**src/rtl/adc_sched_pkg.sv**
```systemverilog
package adc_sched_pkg;

    // Timer strobes take codes 1..NUM_TMR, then GPIO, then PWM A/B pairs.
    localparam int NUM_TMR      = 3;
    localparam int CODE_SW_ONLY = 0;

    typedef enum logic [1:0] {
        REARM_NONE   = 2'd0,
        REARM_EOC1   = 2'd1,
        REARM_EOC2   = 2'd2,
        REARM_EITHER = 2'd3
    } rearm_e;

    // Number of hardware strobe lines for a given PWM source count.
    function automatic int hw_count(input int num_pwm);
        return NUM_TMR + 1 + 2 * num_pwm;
    endfunction

    function automatic logic rearm_hit(input rearm_e sel, input logic e1, input logic e2);
        logic r;
        case (sel)
            REARM_EOC1:   r = e1;
            REARM_EOC2:   r = e2;
            REARM_EITHER: r = e1 | e2;
            default:      r = 1'b0;
        endcase
        return r;
    endfunction

endpackage

```
**src/rtl/adc_slot_cfg.sv**
```systemverilog
module adc_slot_cfg
    import adc_sched_pkg::*;
#(
    parameter int NUM_SLOTS = 16,
    parameter int TRIG_W    = 4,
    parameter int CH_W      = 4,
    parameter int WIN_W     = 9,
    localparam int SLOT_W   = $clog2(NUM_SLOTS)
) (
    input  logic              clk,
    input  logic              rst,
    input  logic              we,
    input  logic [SLOT_W-1:0] slot,
    input  logic [TRIG_W-1:0] trig,
    input  logic [CH_W-1:0]   chan,
    input  logic [WIN_W-1:0]  win,
    input  logic [1:0]        rearm,
    output logic [TRIG_W-1:0] trig_q  [NUM_SLOTS],
    output logic [CH_W-1:0]   chan_q  [NUM_SLOTS],
    output logic [WIN_W-1:0]  win_q   [NUM_SLOTS],
    output rearm_e            rearm_q [NUM_SLOTS]
);

    for (genvar g = 0; g < NUM_SLOTS; g++) begin : g_slot
        always_ff @(posedge clk) begin
            if (rst) begin
                trig_q[g]  <= TRIG_W'(CODE_SW_ONLY);
                chan_q[g]  <= '0;
                win_q[g]   <= '0;
                rearm_q[g] <= REARM_NONE;
            end else if (we && slot == SLOT_W'(g)) begin
                trig_q[g]  <= trig;
                chan_q[g]  <= chan;
                win_q[g]   <= win;
                rearm_q[g] <= rearm_e'(rearm);
            end
        end
    end

endmodule

```
**src/rtl/adc_slot_hit.sv**
```systemverilog
module adc_slot_hit
    import adc_sched_pkg::*;
#(
    parameter int NUM_SLOTS = 16,
    parameter int TRIG_W    = 4,
    parameter int NUM_HW    = 8
) (
    input  logic [TRIG_W-1:0]    trig_q  [NUM_SLOTS],
    input  rearm_e               rearm_q [NUM_SLOTS],
    input  logic [NUM_HW-1:0]    hw_stb,
    input  logic                 force_we,
    input  logic [NUM_SLOTS-1:0] force_bits,
    input  logic                 eoc1_stb,
    input  logic                 eoc2_stb,
    output logic [NUM_SLOTS-1:0] hit
);

    for (genvar g = 0; g < NUM_SLOTS; g++) begin : g_slot
        logic hw_hit;
        always_comb begin
            hw_hit = 1'b0;
            for (int i = 0; i < NUM_HW; i++) begin
                if (trig_q[g] == TRIG_W'(i + 1)) hw_hit = hw_stb[i];
            end
        end
        assign hit[g] = hw_hit
                      | (force_we & force_bits[g])
                      | rearm_hit(rearm_q[g], eoc1_stb, eoc2_stb);
    end

endmodule

```
**src/rtl/adc_pick_lowest.sv**
```systemverilog
module adc_pick_lowest #(
    parameter int N       = 16,
    localparam int IDX_W  = $clog2(N)
) (
    input  logic [N-1:0]     req,
    output logic             any,
    output logic [IDX_W-1:0] idx,
    output logic [N-1:0]     grant
);

    always_comb begin
        idx = '0;
        for (int i = N - 1; i >= 0; i--) begin
            if (req[i]) idx = IDX_W'(i);
        end
    end

    assign any   = |req;
    assign grant = req & (~req + N'(1));

endmodule

```
**src/rtl/adc_soc_sched.sv**
```systemverilog
module adc_soc_sched
    import adc_sched_pkg::*;
#(
    parameter int NUM_SLOTS = 16,
    parameter int NUM_PWM   = 4,
    parameter int CH_W      = 4,
    parameter int WIN_W     = 9,
    localparam int SLOT_W   = $clog2(NUM_SLOTS),
    localparam int NUM_HW   = hw_count(NUM_PWM),
    localparam int TRIG_W   = $clog2(NUM_HW + 1)
) (
    input  logic                 clk,
    input  logic                 rst,
    input  logic                 cfg_we,
    input  logic [SLOT_W-1:0]    cfg_slot,
    input  logic [TRIG_W-1:0]    cfg_trig,
    input  logic [CH_W-1:0]      cfg_chan,
    input  logic [WIN_W-1:0]     cfg_win,
    input  logic [1:0]           cfg_rearm,
    input  logic [NUM_TMR-1:0]   tmr_stb,
    input  logic                 gpio_stb,
    input  logic [NUM_PWM-1:0]   pwm_a_stb,
    input  logic [NUM_PWM-1:0]   pwm_b_stb,
    input  logic                 force_we,
    input  logic [NUM_SLOTS-1:0] force_bits,
    input  logic                 eoc1_stb,
    input  logic                 eoc2_stb,
    input  logic                 conv_busy,
    input  logic                 req_ready,
    output logic                 req_valid,
    output logic [SLOT_W-1:0]    req_slot,
    output logic [CH_W-1:0]      req_chan,
    output logic [WIN_W-1:0]     req_win,
    output logic                 idle,
    output logic [NUM_SLOTS-1:0] ovf
);

    logic [TRIG_W-1:0]    trig_q  [NUM_SLOTS];
    logic [CH_W-1:0]      chan_q  [NUM_SLOTS];
    logic [WIN_W-1:0]     win_q   [NUM_SLOTS];
    rearm_e               rearm_q [NUM_SLOTS];
    logic [NUM_HW-1:0]    hw_stb;
    logic [NUM_SLOTS-1:0] hit, grant, accept;
    logic [NUM_SLOTS-1:0] pend_q, ovf_q;

    // Strobe line i answers to trigger code i+1.
    always_comb begin
        hw_stb = '0;
        hw_stb[NUM_TMR-1:0] = tmr_stb;
        hw_stb[NUM_TMR]     = gpio_stb;
        for (int k = 0; k < NUM_PWM; k++) begin
            hw_stb[NUM_TMR + 1 + 2 * k]     = pwm_a_stb[k];
            hw_stb[NUM_TMR + 1 + 2 * k + 1] = pwm_b_stb[k];
        end
    end

    adc_slot_cfg #(
        .NUM_SLOTS(NUM_SLOTS), .TRIG_W(TRIG_W), .CH_W(CH_W), .WIN_W(WIN_W)
    ) u_cfg (
        .clk(clk), .rst(rst), .we(cfg_we), .slot(cfg_slot), .trig(cfg_trig),
        .chan(cfg_chan), .win(cfg_win), .rearm(cfg_rearm),
        .trig_q(trig_q), .chan_q(chan_q), .win_q(win_q), .rearm_q(rearm_q)
    );

    adc_slot_hit #(
        .NUM_SLOTS(NUM_SLOTS), .TRIG_W(TRIG_W), .NUM_HW(NUM_HW)
    ) u_hit (
        .trig_q(trig_q), .rearm_q(rearm_q), .hw_stb(hw_stb),
        .force_we(force_we), .force_bits(force_bits),
        .eoc1_stb(eoc1_stb), .eoc2_stb(eoc2_stb), .hit(hit)
    );

    adc_pick_lowest #(.N(NUM_SLOTS)) u_pick (
        .req(pend_q), .any(req_valid), .idx(req_slot), .grant(grant)
    );

    assign accept = (req_valid && req_ready) ? grant : '0;

    always_ff @(posedge clk) begin
        if (rst) begin
            pend_q <= '0;
            ovf_q  <= '0;
        end else begin
            pend_q <= (pend_q & ~accept) | hit;
            ovf_q  <= ovf_q | (hit & pend_q & ~accept);
        end
    end

    assign req_chan = chan_q[req_slot];
    assign req_win  = win_q[req_slot];
    assign idle     = ~(|pend_q) & ~conv_busy;
    assign ovf      = ovf_q;

endmodule

```
**config.mk**
```make
export PLATFORM = sky130hd
export DESIGN_NAME = adc_soc_sched
export DESIGN_NICKNAME = d
export VERILOG_FILES = /design/src/rtl/adc_sched_pkg.sv /design/src/rtl/adc_slot_cfg.sv /design/src/rtl/adc_slot_hit.sv /design/src/rtl/adc_pick_lowest.sv /design/src/rtl/adc_soc_sched.sv
export SDC_FILE = /design/constraint.sdc
export NUM_CORES = 1
export LEC_CHECK = 0
export BUFFER_PORTS_ARGS = -buffer_cell sky130_fd_sc_hd__buf_2
export CORE_ASPECT_RATIO = 1.1
export CORE_MARGIN = 10
export CORE_UTILIZATION = 50
export DETAILED_ROUTE_END_ITERATION = 7
export PLACE_DENSITY = 0.67
export SYNTH_ARGS = -nofsm -noshare
export SYNTH_HDL_FRONTEND = slang
export SYNTH_SLANG_ARGS = --single-unit
```
**constraint.sdc**
```tcl
create_clock -name clk -period 3.7 [get_ports clk]
set_input_delay 0.74 -clock clk [delete_from_list [all_inputs] [get_ports clk]]
set_output_delay 0.74 -clock clk [all_outputs]
set_load 0.02 [all_outputs]
```
Yosys cells after proc, flatten, opt, wreduce, memory -nomap -nowiden
Cells that the tools add are included.
{"block": "op_classes", "addsub": 1, "n_lt_le_gt_ge": 1, "n_eq_ne": 255, "muxes": 231, "bitwise": 61, "reduce_logical": 19}
{"cell": "$eq A4 B4 Y1 const B", "count": 88}
{"cell": "$eq A4 B3 Y1 const B", "count": 68}
{"cell": "$mux W1", "count": 192}
{"cell": "$eq A4 B2 Y1 const B", "count": 34}
{"cell": "$mux W4", "count": 18}
{"cell": "$eq A4 B1 Y1 const B", "count": 17}
{"cell": "$and A16 B16 Y16", "count": 4}
{"cell": "$eq A2 B2 Y1 const B", "count": 32}
{"cell": "$pmux W1 S3", "count": 16}
{"cell": "$bmux W9 S4", "count": 1}
{"cell": "$or A1 B1 Y1", "count": 33}
{"cell": "$eq A2 B1 Y1 const B", "count": 16}
{"cell": "$not A16 Y16", "count": 2}
{"cell": "$or A16 B16 Y16", "count": 2}
{"cell": "$mux W9", "count": 2}
{"cell": "$and A1 B1 Y1", "count": 17}
{"cell": "$logic_and A1 B1 Y1", "count": 17}
{"cell": "$add A16 B1 Y16 const B", "count": 1}
{"cell": "$bmux W4 S4", "count": 1}
{"cell": "$mux W16", "count": 1}
{"cell": "$reduce_or A16 Y1", "count": 1}
{"cell": "$ge A5 B5 Y1 const B", "count": 1}
{"cell": "$not A4 Y5", "count": 1}
{"cell": "$logic_not A4 Y1", "count": 1}
{"cell": "$not A1 Y1", "count": 2}
{"block": "totals", "register_bits": 336}

Longest topological paths before layout
Gate-level depths: netlist of the first run.
{"block": "depth", "word_depth": 20, "ltp_mapped": 9, "depth_no_buf": 7}

Cells and area by module
Synthesis of the first run repeated with hierarchy kept, for this count alone.
{"block": "unflattened", "hier_cells": 1616, "hier_area_um2": 17126.4}
{"mod": "adc_slot_cfg", "instances": 1, "cells_per_inst": 1060, "area_each_um2": 11923.9}
{"mod": "adc_soc_sched", "instances": 1, "cells_per_inst": 236, "area_each_um2": 2708.8}
{"mod": "adc_slot_hit", "instances": 1, "cells_per_inst": 268, "area_each_um2": 2149.6}
{"mod": "adc_pick_lowest", "instances": 1, "cells_per_inst": 52, "area_each_um2": 344.1}

Worst setup path before layout of the first run
Ideal clock, no wire load.
{"block": "synth_path", "kind": "register to output", "start": "register pend_q[12]", "end": "output port req_win[4]", "arrival_time_ns": 2.368, "t_required_ns": 2.960, "slack_ns": 0.592, "path_stages_with_launch": 9, "cell_sequence": "dfxtp_1 > clkbuf_1 > o31a_1 > o221a_2 > buf_2 > buf_4 > mux2i_1 > a221o_1 > nor4_1"}
{"block": "synth_between", "elab_chain_cells": 17}
{"item": "start: declaration", "line_no": "adc_soc_sched.sv:44", "text": "logic [NUM_SLOTS-1:0] pend_q, ovf_q;"}
{"item": "start signal: assignment", "line_no": "adc_soc_sched.sv:84", "text": "pend_q <= (pend_q & ~accept) | hit;"}
{"item": "$mux W4 (13 in series)", "line_no": "adc_pick_lowest.sv:14", "text": "if (req[i]) idx = IDX_W'(i);"}
{"item": "$not A4 Y5 (implied by the code)", "line_no": "adc_soc_sched.sv:90", "text": "assign req_win = win_q[req_slot];"}
{"item": "$bmux W9 S4", "line_no": "adc_soc_sched.sv:90"}
{"item": "$mux W9 (implied by the code) (2 in series)", "line_no": "adc_soc_sched.sv:90"}
{"item": "end: declaration", "line_no": "adc_soc_sched.sv:33", "text": "output logic [WIN_W-1:0] req_win,"}
Every way passes these cells. The select of a mux whose other input is x is not followed.

Final worst setup path of the first run
{"block": "layout_path", "start": "register pend_q[10]", "end": "output port req_win[2]"}
{"block": "layout_between", "elab_chain_cells": 15}
{"item": "$mux W4 (11 in series)", "line_no": "adc_pick_lowest.sv:14"}
{"item": "$not A4 Y5 (implied by the code)", "line_no": "adc_soc_sched.sv:90"}
{"item": "$bmux W9 S4", "line_no": "adc_soc_sched.sv:90"}
{"item": "$mux W9 (implied by the code) (2 in series)", "line_no": "adc_soc_sched.sv:90"}
Every way passes these cells. The select of a mux whose other input is x is not followed.

==> flow_metrics.tcl, run 1 <==
set metrics [dict create \
    status "finished, final reports clean" \
    wl_um 54600 \
    synth-compound-area-share_pct 21.3 \
    hold_viol 0 \
    start_util_pct 50.6 \
    synth_area_per_cell_sq_um 7.76 \
    synth_top_family_by_area "simple AND/OR/NAND/NOR gates" \
    grt_pass1_wl_um 83100 \
    area_delta_synth_final_pct 14.6 \
    io-pin-count 94 \
    gp_congestion 0.898 \
    path_class "reg2out" \
    crit_path_start_kind "flip-flop" \
    p_leak_uw 0.00604 \
    die_y_um 207 \
    synthMuxAreaShare_pct 9.07 \
    clock_sinks 336 \
    slew_headroom_pct 23.0 \
    layout-drive-gt1-share_pct 15.2 \
    vias 15451 \
    crit_chain "inv_1, a21oi_1, a21oi_2, buf_4, nor2_2, inv_2, buf_6, a221o_1, nor4_4, buf_2" \
    grt_pass1_vias 14408 \
    cp_slowest_cell "dfxtp_1" \
    final_common_cell "nand2_1" \
    setup_viol 0 \
    htree_num_levels 2 \
    ys_warn_count 0 \
    synthXorXnorAreaFrac_pct 0 \
    critPathCaptureType "primary output" \
    drc_errors 0 \
    syn_area_sq_um 15900 \
    critPathTopFamily "compound AO/OA/AOI/OAI gates" \
    setup_ws_ps 58.9 \
    cts_tree "yes" \
    synth-seq-area-share_pct 42.4 \
    min_period_ps 3640 \
    synth.distinct_cells 60 \
    synthSimpleGateAreaFrac_pct 22.6 \
    path_clk_slew_ps 60 \
    track_usage_pct 26.7 \
    rows 68 \
    power.total_uw 9180 \
    dp_hpwl_um 35100 \
    synth_nets 2101 \
    crit_required_ps 2960 \
    critPathBufInv 5 \
    nets 2115 \
    first_pass_iters 6 \
    clockBufferDepth 3 \
    synth_edf_count 0 \
    place_ws_ps 410 \
    insertion_delay_ps 520 \
    layout_common_cells "699 x nand2_1, 357 x a21oi_1, 333 x dfxtp_1, 92 x buf_2, 51 x buf_4" \
    drt_iter0_markers 1879 \
    worstHoldPathType "reg2reg" \
    max_freq_ghz 0.275 \
    cts_root_buf "clkbuf_16" \
    clock_skew_ps 12.2 \
    pwr_density_cell_nw_per_um2 505 \
    max_stage_delay_ps 470 \
    critical_path_arrival_ps 2900 \
    chipWidth_um 190 \
    ant_nets 0 \
    placedCellCount 2421 \
    synth-seq-cells 336 \
    antenna_found_initial 2 \
    wl_per_cell_um 21.8 \
    drv_cap 0 \
    finalCritPeriodShare_pct 98.4 \
    drv_slew 0 \
    grt_overflow 0 \
    vias_per_cell 6.18 \
    synthAdderAreaFrac_pct 0 \
    ir_drop_mv 0.326 \
    synthFlopType "dfxtp_1" \
    syn_inst 2042 \
    grt_max_degree 150 \
    fin_cells 2501 \
    tightest_slew_ps 1150 \
    port_buffers 93 \
    worstPathMaxFanout 19 \
    dieArea_sq_um 39200 \
    placeableCoreArea_sq_um 31300 \
    cts_buffers 36 \
    async_flop_share_pct 0 \
]
[timing repair]
action                                 4_1_cts  5_1_grt
hold buffers                                 0        0
gates resized for setup                      6       34
gates cloned                                 1        2
setup buffers                                3       11
endpoints found under the hold margin        0        0
setup endpoints to repair                    7       13
pin swaps                                    1       10
[Yosys cell counts (all sizes together) (11+ instances only)]
cell type	n	share of area, %
nand2	700	17
a21oi	359	11
dfxtp	336	42
clkbuf	147	3.5
nor2	50	1.2
mux4	40	5.7
mux2i	39	2.5
o21ai	35	1.1
buf	33	0.99
a311o	26	1.6
nand3	26	0.90
o22ai	25	0.99
nor3	22	0.76
nor4	21	0.92
a222oi	16	1.0
nor2b	16	0.63
mux2	13	0.92
o2111ai	12	0.66
a211oi	11	0.52
[routing by layer]
metal  vias up  GRT usage, %  routed length (um)
met5         -             0                   0
met2       802          43.1               25000
li1       7138             -                   -
met3       119          4.25                5080
met1      7392          35.8               22800
met4         0          9.13                1650
[registers in the layout (all words and copies together), names as in the netlist]
name and count:
u_cfg.trig_q 64, u_cfg.chan_q 64, u_cfg.win_q 144, pend_q 16, ovf 16, u_cfg.rearm_q 32
[through the flow]
step                util, %  hold WS, ps  TNS [ps]  instance area, sq um
floorplan                 -          432         0                 15900
detailed placement     52.9          446         0                 16600
global route           58.0          469      -234                 18200
global placement       52.9          439         0                 16600
CTS                    57.0          455         0                 17900
finish                 58.0          454         0                 18200
[cell type report]
type	count	area, sq um
clock inverter	8	145
clock buffer	53	1100
fill	2915	13100
sequential	336	6730
timing repair buffer	153	986
inverter	9	33.8
antenna	2	5.00
tap	420	526
multi-input combinational	1520	8640
[worst paths after layout]
check | slack [ps] | endpoint | depth (start not counted) | from
setup / recovery | 60 | req_win[2] | 10 | pend_q[10]
hold / removal | 450 | u_cfg.win_q[45] | 2 | u_cfg.win_q[45]
setup reg to reg | 1230 | ovf[15] | 7 | pend_q[3]
hold reg to reg | 450 | u_cfg.win_q[45] | 2 | u_cfg.win_q[45]
[power by group]
part / total, uW / internal (uW) / switching (uW)
Combinational: 1630 / 563 / 1070
Clock: 3800 / 2320 / 1480
Sequential: 3750 / 3680 / 64.4
[worst register-to-register path, stage by stage, from the launching register on]
cell     delay (ps)
dfxtp_1         360
or4_4           610
buf_4           170
nor4_1          430
nand3_1         160
o21ai_0         380
o21ba_2         180
nor2_1           30
[cell families (layout without fill, tap and decap cells)]
| logic type | Yosys count | in the layout |
|---|---|---|
| AO/OA/AOI/OAI | 555 | 555 |
| multiplexers | 92 | 92 |
| AND/OR/NAND/NOR | 870 | 873 |
| flip-flops | 336 | 336 |
| other | 0 | 2 |
| buffers and inverters | 189 | 223 |
No activity file was read; power rests on OpenSTA's default activity.
==> run 2, diff against run 1 <==
--- a/config.mk
+++ b/config.mk
@@ -8,9 +8,9 @@
 export BUFFER_PORTS_ARGS = -buffer_cell sky130_fd_sc_hd__buf_2
 export CORE_ASPECT_RATIO = 1.1
 export CORE_MARGIN = 10
-export CORE_UTILIZATION = 50
+export CORE_UTILIZATION = 55
 export DETAILED_ROUTE_END_ITERATION = 7
-export PLACE_DENSITY = 0.67
+export PLACE_DENSITY_LB_ADDON = 0.1
 export SYNTH_ARGS = -nofsm -noshare
 export SYNTH_HDL_FRONTEND = slang
 export SYNTH_SLANG_ARGS = --single-unit
==> run 2 against run 1 <==
  * Clock-buffer cell count is 1 lower
  * Design area down 1.6%
  * Flip-flop and latch count did not move
  * Hold slack got worse by 1.1 ps
  * Register-to-register slack is essentially flat
  * Sequential power is essentially flat
  * Power down 4.3%
  * Worst setup slack got worse by 9.5 ps
  * Routed wire length is 2.3% lower
  * Maximum frequency down 0.26%
  * Via count decreased by 1.7%
  * Non-clock buffer count fell by 7
  * Critical path type unchanged
  * Largest cell class unchanged
==> flow_metrics.tcl, run 2 (same netlist as run 1, synthesis figures left out) <==
set metrics [dict create \
    worstHoldPathType "reg2reg" \
    top_regs "u_cfg.win_q: 144 flops, u_cfg.chan_q: 64 flops, u_cfg.trig_q: 64 flops" \
    area_delta_synth_final_pct 12.8 \
    clock_sinks 336 \
    hold_viol 0 \
    setup_viol 0 \
    pwr_density_cell_nw_per_um2 491 \
    dieArea_sq_um 36000 \
    clockPowerShare_pct 39.5 \
    whs_ps 453 \
    die_y_um 198 \
    max_freq_ghz 0.274 \
    seqPwrFrac_pct 42.7 \
    fin_cells 2443 \
    ir_drop_mv 0.439 \
    hold_buffers 0 \
    insertion_delay_ps 520 \
    nets 2107 \
    wl_per_cell_um 21.9 \
    path_class "reg2out" \
    wl_um 53400 \
    critPathCaptureType "primary output" \
    crit_path_start_kind "flip-flop" \
    antenna_found_initial 2 \
    dpl_cell_area_sq_um 16500 \
    p_sw_uw 2560 \
    cts_tree "yes" \
    ant_nets 0 \
    cts_root_buf "clkbuf_16" \
    p_int_uw 6220 \
    drt_iter0_markers 1968 \
    gp_congestion 0.900 \
    path_clk_slew_ps 60 \
    drc_errors 0 \
    rows 65 \
    first_pass_iters 8 \
    placedCellCount 2373 \
    dp_hpwl_um 34400 \
    p_leak_uw 0.00593 \
    final_common_cell "nand2_1" \
    layout_common_cells "699 x nand2_1, 358 x a21oi_1, 333 x dfxtp_1, 90 x buf_2, 49 x buf_4" \
    drv_slew 0 \
    status "finished, final reports clean" \
    finalInstanceArea_sq_um 17900 \
    placeableCoreArea_sq_um 28500 \
    tightest_slew_ps 1020 \
    vias_per_cell 6.22 \
    finalCritPeriodShare_pct 98.7 \
    min_period_ps 3650 \
    start_util_pct 55.5 \
    grt_max_degree 112 \
    cts_buffers 36 \
    io-pin-count 94 \
    slew_headroom_pct 32.0 \
    max_flop_register "u_cfg.win_q" \
    nFillCells 2535 \
    grt_pass1_wl_um 81800 \
    vias 15187 \
    switching_share_pct 29.1 \
    chipWidth_um 182 \
    port_buffers 93 \
    largest_reg_flops 144 \
    clockBufferDepth 3 \
    worstPathMaxFanout 7 \
    crit_required_ps 2960 \
    critical_path_arrival_ps 2910 \
    grt_overflow 0 \
    track_usage_pct 28.4 \
    clock_skew_ps 12.7 \
    htree_num_levels 2 \
    grt_pass1_vias 14162 \
    layout-drive-gt1-share_pct 14.8 \
    drv_cap 0 \
    p_comb_share_pct 17.8 \
]
-- run 2: changes by cell type in the layout (fill, tap and decap cells not counted), moves of 3 or more --
cell       previous run  this run
bufinv_16             4         1
buf_6                 6         3
o21ai_0              32        29
clkbuf_8             11         5
clkinv_2              2         8
clkbuf_1              5        10
nor2_1               44        41
o21ai_1               2         5
-- run 2: per-layer routing --
layer	global-route usage (%)	vias to the layer above	wire, um
met3	5.86	118	5430
li1	-	7118	-
met5	0	-	0
met1	38.0	7186	22000
met4	10.2	0	1670
met2	44.4	765	24300
-- run 2: final cells by class --
type                       count  area, sq um  area share (%)
inverter                       9         36.3           0.203
tap                          368          460            2.58
clock buffer                  52         1030            5.77
clock inverter                11         85.1           0.476
timing repair buffer         146          922            5.16
sequential                   336         6730            37.7
antenna                        2         5.00          0.0280
multi-input combinational   1519         8600            48.1
-- run 2: per-stage QoR --
stage          power, uW  utilization, %  setup TNS [ps]  worst slack [ps]
6_report            8780            62.6               0              49.4
5_1_grt             9050            62.6           -22.3             -18.1
4_1_cts             8720            62.1               0              5.22
3_5_place_dp        5250            57.8               0               325
3_3_place_gp        5230            57.8               0               425
2_1_floorplan       4750               -               0               592
-- run 2: power by group through the flow --
| stage | clock network (uW) | logic, uW | registers (uW) |
|---|---|---|---|
| after floorplan | 0 | 934 | 3810 |
| after CTS | 3490 | 1480 | 3740 |
| after detailed placement | 0 | 1420 | 3820 |
| after global routing | 3640 | 1650 | 3760 |
| final | 3470 | 1560 | 3750 |
| after global placement | 0 | 1410 | 3820 |
-- run 2: worst max-delay path: stages (launching register included) --
cell and delay (ps):
dfxtp_1 380, or4_4 590, nor2_4 250, buf_4 180
nand3_4 100, a311o_1 380, a32oi_2 230, nor4_2 100
buf_2 170
-- run 2: final timing paths --
check / start / to / slack [ps] / cells past startpoint
setup / recovery: pend_q[7] / req_chan[3] / 50 / 8
hold / removal: u_cfg.win_q[88] / u_cfg.win_q[88] / 450 / 2
hold reg to reg: u_cfg.win_q[88] / u_cfg.win_q[88] / 450 / 2
setup reg to reg: pend_q[7] / ovf[15] / 1240 / 7
-- run 2: timing repair --
item                                    in CTS  in global routing
setup buffers                                1                  2
endpoints found under the setup margin       9                 13
hold endpoints to repair                     0                  0
gates cloned                                 1                  1
pin swaps                                    1                  6
gates resized for setup                     15                 29
==> run 3, diff against run 2 <==
--- a/config.mk
+++ b/config.mk
@@ -8,7 +8,7 @@
 export BUFFER_PORTS_ARGS = -buffer_cell sky130_fd_sc_hd__buf_2
 export CORE_ASPECT_RATIO = 1.1
 export CORE_MARGIN = 10
-export CORE_UTILIZATION = 55
+export CORE_UTILIZATION = 50
 export DETAILED_ROUTE_END_ITERATION = 7
 export PLACE_DENSITY_LB_ADDON = 0.1
 export SYNTH_ARGS = -nofsm -noshare
==> constraint.sdc (replaced) <==
create_clock -name clk -period 3.7 [get_ports clk]
set_input_delay 0.74 -clock clk [delete_from_list [all_inputs] [get_ports clk]]
set_output_delay 0.74 -clock clk [all_outputs]
set_load 0.005 [all_outputs]
==> run 3 against run 2 <==
  * Routed wire length up 7.3%
  * Largest cell class unchanged
  * Critical endpoint is now req_chan[1]
  * Largest power group unchanged
  * Global-route usage is essentially flat
  * First-iteration DRC count fell by 12%
  * Design area up 1.4%
  * Die area rose by 8.9%
  * Clock skew rose by 2.0 ps
==> flow_metrics.tcl, run 3 (same netlist as run 1, synthesis figures left out) <==
set metrics [dict create \
    antenna_cells 0 \
    tightest_slew_ps 1070 \
    first_pass_iters 6 \
    wl_per_cell_um 22.9 \
    hold_buffers 0 \
    max_flop_register "u_cfg.win_q" \
    crit_required_ps 2960 \
    grt_pass1_wl_um 87200 \
    final_common_cell "nand2_1" \
    vias 15352 \
    nets 2115 \
    rows 68 \
    grt_max_degree 145 \
    critPathBufInv 4 \
    finalCritPeriodShare_pct 99.8 \
    cp_common_cell "buf_4" \
    cts_root_buf "clkbuf_16" \
    chipWidth_um 190 \
    fin_cells 2504 \
    layout_common_cells "699 x nand2_1, 356 x a21oi_1, 331 x dfxtp_1, 92 x buf_2, 52 x buf_4" \
    max_stage_delay_ps 400 \
    critPathCaptureType "primary output" \
    worstHoldPathType "reg2reg" \
    power.total_uw 9010 \
    setup_viol 0 \
    drt_iter0_markers 1732 \
    vias_per_cell 6.13 \
    port_buffers 93 \
    ant_nets 0 \
    crit-reg2reg-launch "pend_q[3]" \
    drv_cap 0 \
    placeableCoreArea_sq_um 31300 \
    die_y_um 207 \
    dp_hpwl_um 36400 \
    insertion_delay_ps 530 \
    hold_viol 0 \
    clock_sinks 336 \
    grt_pass1_vias 14562 \
    placedCellCount 2425 \
    largest_reg_flops 144 \
    nFillCells 2950 \
    crit_chain "nor4_1, o21ai_1, a21oi_2, buf_4, buf_4, nor4_1, a221o_1, nor4_4, buf_4, buf_2" \
    whs_ps 450 \
    ir_drop_mv 0.355 \
    io-pin-count 94 \
    drc_errors 0 \
    critPathTopFamily "simple AND/OR/NAND/NOR gates" \
    finalInstanceArea_sq_um 18100 \
    status "finished, final reports clean" \
    path_class "reg2out" \
    cts_tree "yes" \
    dpl_cell_area_sq_um 16600 \
    clock_skew_ps 14.7 \
    timing.hold.worst_path_depth 2 \
    rsz0062_at_grt "true" \
    top_regs "u_cfg.win_q: 144 flops, u_cfg.chan_q: 64 flops, u_cfg.trig_q: 64 flops" \
    slew_headroom_pct 28.2 \
    layout-drive-gt1-share_pct 15.3 \
    htree_num_levels 2 \
    clockBufferDepth 3 \
    wl_um 57300 \
    cts_buffers 37 \
    max_freq_ghz 0.271 \
    cp_slowest_cell "dfxtp_1" \
    drv_slew 0 \
    area_delta_synth_final_pct 14.3 \
    grt_overflow 0 \
    hp-start "u_cfg.chan_q[56]" \
    r2r-end "pend_q[15]" \
    setup_tns_ps 0 \
    min_period_ps 3690 \
    crit_path_start_kind "flip-flop" \
    pwr_density_cell_nw_per_um2 497 \
    dieArea_sq_um 39200 \
    track_usage_pct 28.3 \
    r2r_slack_ps 1140 \
    min_to "u_cfg.chan_q[56]" \
    critical_path_arrival_ps 2950 \
    worstRegToRegCells 5 \
    gp_congestion 0.914 \
    worstPathMaxFanout 10 \
    antenna_found_initial 1 \
    path_clk_slew_ps 60 \
    start_util_pct 50.6 \
    p_leak_uw 0.00603 \
]
-- run 3: changes by cell type in the layout (fill, tap and decap cells not counted), moves of 3 or more --
cell,previous run,this run
buf_4,49,52
clkinv_2,8,5
clkbuf_8,5,9
a32oi_1,1,5
buf_12,2,5
a32oi_2,6,2
-- run 3: report_power, final --
part | total (uW) | internal (uW) | leakage, uW | switching [uW]
clock network | 3720 | 2190 | 0.000602 | 1530
logic | 1540 | 553 | 0.00272 | 987
registers | 3750 | 3680 | 0.00272 | 66.4
total | 9010 | 6430 | 0.00603 | 2580
-- run 3: layout make-up --
class / instances / area (sq um) / share of cell area [%]
Multi-Input combinational cell: 1519 / 8610 / 47.5
Sequential cell: 336 / 6730 / 37.2
Clock buffer: 58 / 1140 / 6.28
Timing Repair Buffer: 153 / 1000 / 5.52
Tap cell: 420 / 526 / 2.90
Clock inverter: 9 / 82.6 / 0.456
Inverter: 9 / 36.3 / 0.200
-- run 3: stage by stage --
| step | utilization [%] | setup slack (ps) |
|---|---|---|
| floorplan | - | 971 |
| global placement | 53.1 | 365 |
| detailed placement | 53.1 | 299 |
| CTS | 57.3 | -21.2 |
| global route | 57.9 | -114 |
| finish | 57.9 | 9.22 |
-- run 3: worst max path at each step --
stage | from | end | depth (start not counted)
6_report | pend_q[0] | req_chan[1] | 10
5_1_grt | pend_q[0] | req_chan[1] | 10
4_1_cts | pend_q[6] | req_chan[1] | 7
3_5_place_dp | pend_q[10] | req_chan[1] | 8
3_3_place_gp | pend_q[10] | req_chan[1] | 8
2_1_floorplan | pend_q[2] | req_win[6] | 8
-- run 3: repair_timing --
action | CTS | global route
endpoints found under the setup margin | 10 | 13
gates resized for setup | 10 | 31
cloned | 1 | 1
endpoints found under the hold margin | 0 | 0
setup buffers | 5 | 5
pin swaps | 5 | 6
-- run 3: worst reg2reg max path: cells and delay by family, from the launching register on --
kind	cells	cell delay, ps
AO/OA/AOI/OAI	2	770
flip-flops	1	350
AND/OR/NAND/NOR	3	1270
-- run 3: per-layer routing --
| metal | wire, um | vias up | track usage (%) |
|---|---|---|---|
| li1 | - | 7144 | - |
| met1 | 23400 | 7360 | 36.3 |
| met2 | 26800 | 728 | 47.0 |
| met3 | 5170 | 120 | 5.61 |
| met4 | 1860 | 0 | 9.59 |
| met5 | 0 | - | 0 |
